### src/rtl/sec_pkg.sv
// Package: shared types of the single-step execution controller.
package sec_pkg;
    // Sequencer control state.
    typedef enum logic [1:0] {
        SEC_IDLE = 2'd0,
        SEC_RUN  = 2'd1,
        SEC_HALT = 2'd2
    } sec_state_e;
endpackage

### src/rtl/sec_run_fsm.sv
// Run/halt sequencer control.
// Accepts a start only when nothing is pending. While running, halts on a
// step event or any source pulse. Samples step mode at instruction boundaries.
// Assumes start_i and instr_done_i are single-cycle pulses.
module sec_run_fsm
    import sec_pkg::*;
(
    input  logic clk,
    input  logic rst_n,
    input  logic start_i,
    input  logic step_mode_i,
    input  logic instr_done_i,
    input  logic src_evt_i,
    input  logic pend_any_i,
    output logic run_o,
    output logic step_evt_o,
    output logic step_eff_o
);
    sec_state_e state_q, state_d;
    logic       step_eff_q;
    logic       accept;
    logic       running;

    assign running    = (state_q == SEC_RUN);
    assign accept     = !running && start_i && !pend_any_i && !src_evt_i;
    assign step_evt_o = running && instr_done_i && step_eff_q;
    assign run_o      = running;
    assign step_eff_o = step_eff_q;

    // Next-state selection.
    always_comb begin
        state_d = state_q;
        if (accept) begin
            state_d = SEC_RUN;
        end else if (running && (step_evt_o || src_evt_i)) begin
            state_d = SEC_HALT;
        end
    end

    // State register.
    always_ff @(posedge clk) begin
        if (!rst_n) state_q <= SEC_IDLE;
        else        state_q <= state_d;
    end

    // Step-mode sample taken at each instruction boundary.
    always_ff @(posedge clk) begin
        if (!rst_n) begin
            step_eff_q <= 1'b0;
        end else if (accept || (running && instr_done_i)) begin
            step_eff_q <= step_mode_i;
        end
    end
endmodule

### src/rtl/sec_status.sv
// Sticky interrupt status bits with clear-on-read.
// A set in the same cycle as a read wins, so no event is lost.
module sec_status #(
    parameter int W = 5
) (
    input  logic         clk,
    input  logic         rst_n,
    input  logic [W-1:0] set_i,
    input  logic         clr_i,
    output logic [W-1:0] stat_o
);
    logic [W-1:0] stat_q;

    for (genvar i = 0; i < W; i++) begin : g_bit
        // One sticky bit: set dominates clear.
        always_ff @(posedge clk) begin
            if (!rst_n) stat_q[i] <= 1'b0;
            else        stat_q[i] <= set_i[i] | (stat_q[i] & ~clr_i);
        end
    end

    assign stat_o = stat_q;
endmodule

### src/rtl/sec_irq_merge.sv
// Masked OR of latched status bits into one request.
module sec_irq_merge #(
    parameter int W = 5
) (
    input  logic [W-1:0] stat_i,
    input  logic [W-1:0] mask_i,
    output logic         irq_o
);
    assign irq_o = |(stat_i & mask_i);
endmodule

### src/rtl/step_exec_ctrl.sv
// Top: single-step script execution controller.
// Status bit 0 is the step event; bits 1..NUM_SRC are the external sources.
// Assumes all inputs are synchronous to clk.
module step_exec_ctrl #(
    parameter int NUM_SRC = 4
) (
    input  logic               clk,
    input  logic               rst_n,
    input  logic               start_i,
    input  logic               step_mode_i,
    input  logic               instr_done_i,
    input  logic [NUM_SRC-1:0] irq_src_i,
    input  logic               stat_rd_i,
    input  logic               step_mask_i,
    input  logic [NUM_SRC-1:0] src_mask_i,
    output logic               run_o,
    output logic               step_irq_o,
    output logic [NUM_SRC-1:0] src_pend_o,
    output logic               irq_o
);
    localparam int W = NUM_SRC + 1;

    logic         step_evt;
    logic         step_eff;
    logic [W-1:0] stat;

    sec_run_fsm u_fsm (
        .clk          (clk),
        .rst_n        (rst_n),
        .start_i      (start_i),
        .step_mode_i  (step_mode_i),
        .instr_done_i (instr_done_i),
        .src_evt_i    (|irq_src_i),
        .pend_any_i   (|stat),
        .run_o        (run_o),
        .step_evt_o   (step_evt),
        .step_eff_o   (step_eff)
    );

    sec_status #(.W(W)) u_stat (
        .clk    (clk),
        .rst_n  (rst_n),
        .set_i  ({irq_src_i, step_evt}),
        .clr_i  (stat_rd_i),
        .stat_o (stat)
    );

    sec_irq_merge #(.W(W)) u_irq (
        .stat_i (stat),
        .mask_i ({src_mask_i, step_mask_i}),
        .irq_o  (irq_o)
    );

    assign step_irq_o = stat[0];
    assign src_pend_o = stat[W-1:1];
endmodule

### config.mk
export PLATFORM = sky130hd
export DESIGN_NAME = step_exec_ctrl
export DESIGN_NICKNAME = d
export VERILOG_FILES = /design/src/rtl/sec_pkg.sv /design/src/rtl/sec_run_fsm.sv /design/src/rtl/sec_status.sv /design/src/rtl/sec_irq_merge.sv /design/src/rtl/step_exec_ctrl.sv
export SDC_FILE = /design/constraint.sdc
export NUM_CORES = 1
export LEC_CHECK = 0
export ABC_AREA = 1
export BUFFER_PORTS_ARGS = -buffer_cell sky130_fd_sc_hd__buf_2
export CAP_MARGIN = 0
export CORE_AREA = 10 10 47 49
export CTS_BUF_LIST = sky130_fd_sc_hd__clkbuf_4 sky130_fd_sc_hd__clkbuf_8 sky130_fd_sc_hd__clkbuf_16
export DETAILED_ROUTE_END_ITERATION = 10
export DIE_AREA = 0 0 57 59
export HOLD_SLACK_MARGIN = 0.03
export PLACE_DENSITY = 0.61
export SYNTH_ARGS = -nofsm -noshare
export SYNTH_HDL_FRONTEND = slang
export SYNTH_SLANG_ARGS = --single-unit
### constraint.sdc
create_clock -name clk -period 1.16 [get_ports clk]
set_input_delay 0.232 -clock clk [delete_from_list [all_inputs] [get_ports clk]]
set_output_delay 0.232 -clock clk [all_outputs]
set_load 0.1 [all_outputs]
==> run_results.csv <==
group,metric,value,unit
worst_setup_path,ff2ff_path_depth,8,
synth,yosysMostFrequentCell,"nand2_1",
clocking,root_buffer,"clkbuf_4",
synth,synthSimpleGateAreaFrac,38.0,%
hold_path,hp-start,"irq_src_i[1]",
worst_setup_path,slowest_delay,0.35,ns
synth,yosys_most_used_dff,"dfxtp_1",
floorplanning,io-pin-count,22,
clocking,numCtsBuffers,3,
pwr,powerDensity,1040,nW/um^2
floorplanning,die_area,3360,sq um
clocking,cts_hold_buf,0,
grt,gr-usage-all-layers,7.54,%
synth,synth_largest_area_cell,"dfxtp_1",
detailed_routing,drc,0,
detailed_routing,wl_per_cell,12.3,microns
pwr,share_comb_of_total_power,34.2,%
floorplanning,coreArea,1400,sq um
synth,synth-seq-cells,8,
worst_setup_path,r2r_slack,-0.05,ns
detailed_routing,viasPerCell,4.53,
detailed_routing,drtAntennaViolNets,0,
detailed_routing,vias,507,
detailed_routing,drt_first_pass_iters,4,
grt,grt_max_degree,7,
timing,worst_pin_slew,0.255,ns
synth,synthCells,64,
worst_setup_path,cp_common_cell,"nand2_2",
final_layout,layout-drive-gt1-share,63.5,%
synth,synthMuxAreaShare,0,%
synth,seq_area_frac_synth,38.6,%
synth,synth_compound_area_share,11.7,%
pwr,ir_worst_vdd,0.000449,V
placed_design,placed_area,697,sq um
floorplanning,fp.dieH,59,microns
timing,report.final.slew_viol_count,0,
worst_setup_path,crit_end,"irq_o",
clocking,clockBufferDepth,2,
clocking,clk_pin_slew,0.07,ns
floorplanning,die_w,57,microns
pwr,power.leakage,0.391,nW
synth,synth_top_area_share,38.6,%
synth,synth_edf_count,0,
status,violations,"setup timing",
placed_design,dp_hpwl,1020,microns
flow_run,drv_cap,0,
synth,synth-adder-area-share,0,%
final_layout,syn_to_final_growth,96.4,%
synth,yosys_warnings,0,
worst_setup_path,required,0.93,ns
placed_design,gp_congestion,0.844,
grt,grt_antenna_before_repair,0,
pwr,switching_power,0.297,mW
hold_path,hold_path_class,"primary input to flop",
synth,netlist_top_cells_count,"20 x nand2_1, 9 x inv_1, 8 x dfxtp_1",
final_layout,fillers,141,
pwr,p_sw_share,34.9,%
synth,syn-num-nets,79,
worst_setup_path,r2r-start,"u_stat.stat_o[1]",
detailed_routing,postRouteWirelength,1380,microns
grt,grt_pass1_wl,1970,microns
status,status,"finished with violations",
timing,setup_viol,4,
timing,slew_headroom,83.0,%
worst_setup_path,path_class,"flop to output pin",
final_layout,register_area,179,sq um
worst_setup_path,critPathArrivalTime,1.21,ns
timing,holdWs,0.199,ns
worst_setup_path,startpoint,"u_stat.stat_o[1]",
timing,max_freq,0.692,GHz
grt,gr-total-overflow,0,
final_layout,fin_area,816,sq um
synth,synthXorXnorAreaFrac,0,%
final_layout,multiInputGateArea,258,sq um
timing,period_minus_slack,1.45,ns
clocking,htreeDepth,1,
worst_setup_path,cp_num_cells,5,
clocking,cts_sinks,8,
synth,async_flop_share,0,%
timing,finalHoldViolations,0,
final_layout,num_antenna_cells,0,
synth,synth_top_family_by_area,"simple AND/OR/NAND/NOR gates",
clocking,insertion_delay,0.27,ns
timing,finClkSkew,0.0152,ns
synth,synth_cell_types,13,
synth,syn-cell-area,415,sq um
detailed_routing,first_iter_violations,7,
final_layout,nNetsFinal,112,
placed_design,numPortBuffers,21,
timing,final.period_utilization,125,%
synth,avgSynthCellArea,6.49,sq um
timing,setup_slack,-0.286,ns
pwr,p_int,0.554,mW
floorplanning,start_util,29.6,%
timing,rsz0062_at_grt,"true",
pwr,p_clk_share,31.4,%
pwr,seqPwrFrac,34.4,%
worst_setup_path,crit_path_cell_trace,"nand2_2 > nand2_2 > a221oi_4 > nand2_4 > buf_12",
worst_setup_path,cp_slowest_cell,"dfxtp_4",
worst_setup_path,crit_fanout,2,
synth,synthTopCellsByArea,"dfxtp_1 39%, nand2_1 18%, a21oi_1 8.4%",
worst_setup_path,start_kind,"flop",
worst_setup_path,critPathBufInv,1,
grt,grt_pass1_vias,461,
floorplanning,rows,14,
worst_setup_path,end_kind,"output pin",
worst_setup_path,cp_top_family,"flip-flops",
worst_setup_path,r2r-end,"u_fsm.step_eff_o",
clocking,cts_tree,"built",
-- logic make-up (layout without fill, tap and decap cells) --
family	after synthesis	in the layout
compound gates	9	9
simple gates	34	34
flops	8	8
buf+inv	13	45
-- placed cells by master, fill, tap and decap left out, types with 2 or more instances in the layout --
cell type,count
nand2_2,4
a21oi_1,6
nor2_2,3
buf_12,7
dfxtp_4,4
nand3_2,3
inv_1,6
nor2_1,4
buf_6,4
buf_2,14
dfxtp_2,3
nand3_1,2
clkbuf_4,4
nand2_1,15
inv_2,6
buf_4,3
-- power groups by stage --
| stage | Combinational, mW | Clock [mW] | Sequential (mW) |
|---|---|---|---|
| 2_1_floorplan | 0.0845 | 0 | 0.364 |
| 4_1_cts | 0.269 | 0.278 | 0.290 |
| 6_report | 0.291 | 0.267 | 0.292 |
| 3_5_place_dp | 0.251 | 0 | 0.295 |
| 3_3_place_gp | 0.249 | 0 | 0.295 |
| 5_1_grt | 0.305 | 0.292 | 0.293 |
-- per-layer routing --
metal | track usage [%] | routed length, microns
met5 | 0 | 0
met1 | 7.29 | 523
met3 | 3.43 | 110
met4 | 6.04 | 34
met2 | 12.2 | 715
-- flip-flops by register name, indices dropped and copies added, names as in the netlist --
signal and count:
u_fsm.state_q 2, u_fsm.step_eff_o 1, u_stat.stat_o 5
-- cell type report --
type / instances / area share [%]
repair buffers: 28 / 34.0
flip-flops and latches: 8 / 21.9
multi-input cells: 43 / 31.6
well taps: 16 / 2.45
clock buffers: 4 / 3.68
inverters: 13 / 6.29
-- worst min path at each step --
stage,endpoint,slack [ns],cells past startpoint
finish,u_stat.stat_o[2],0.20,3
global route,u_stat.stat_o[4],0.20,3
CTS,u_fsm.step_eff_o,0.19,3
detailed placement,u_fsm.step_eff_o,0.46,3
global placement,u_fsm.step_eff_o,0.44,3
floorplan,u_fsm.step_eff_o,0.35,2
-- per-stage QoR --
stage | total power, mW | std cells | TNS (ns) | utilization, % | setup slack [ns]
finish | 0.850 | 112 | -0.440 | 58.2 | -0.286
global route | 0.891 | 112 | -0.714 | 58.2 | -0.334
CTS | 0.837 | 111 | -0.300 | 54.0 | -0.297
detailed placement | 0.546 | 106 | -0.103 | 49.7 | -0.103
global placement | 0.544 | 106 | -0.0973 | 49.7 | -0.0973
floorplan | 0.449 | 64 | -0.844 | - | -0.185
-- worst register-to-register path, stage by stage, from the launching register on --
cell     delay, ns
dfxtp_4       0.35
buf_4         0.13
buf_6         0.12
inv_4         0.04
nand2_2       0.04
nor2_2        0.11
nand3_2       0.12
a21oi_2       0.13
nor2_1        0.05
-- repair_timing --
| action | in CTS | in global routing |
|---|---|---|
| pin swaps | 3 | 6 |
| setup buffers | 1 | 1 |
| resized for setup | 6 | 16 |
| setup endpoints to repair | 5 | 6 |
Note: power is estimated with default switching activity, not from simulation.
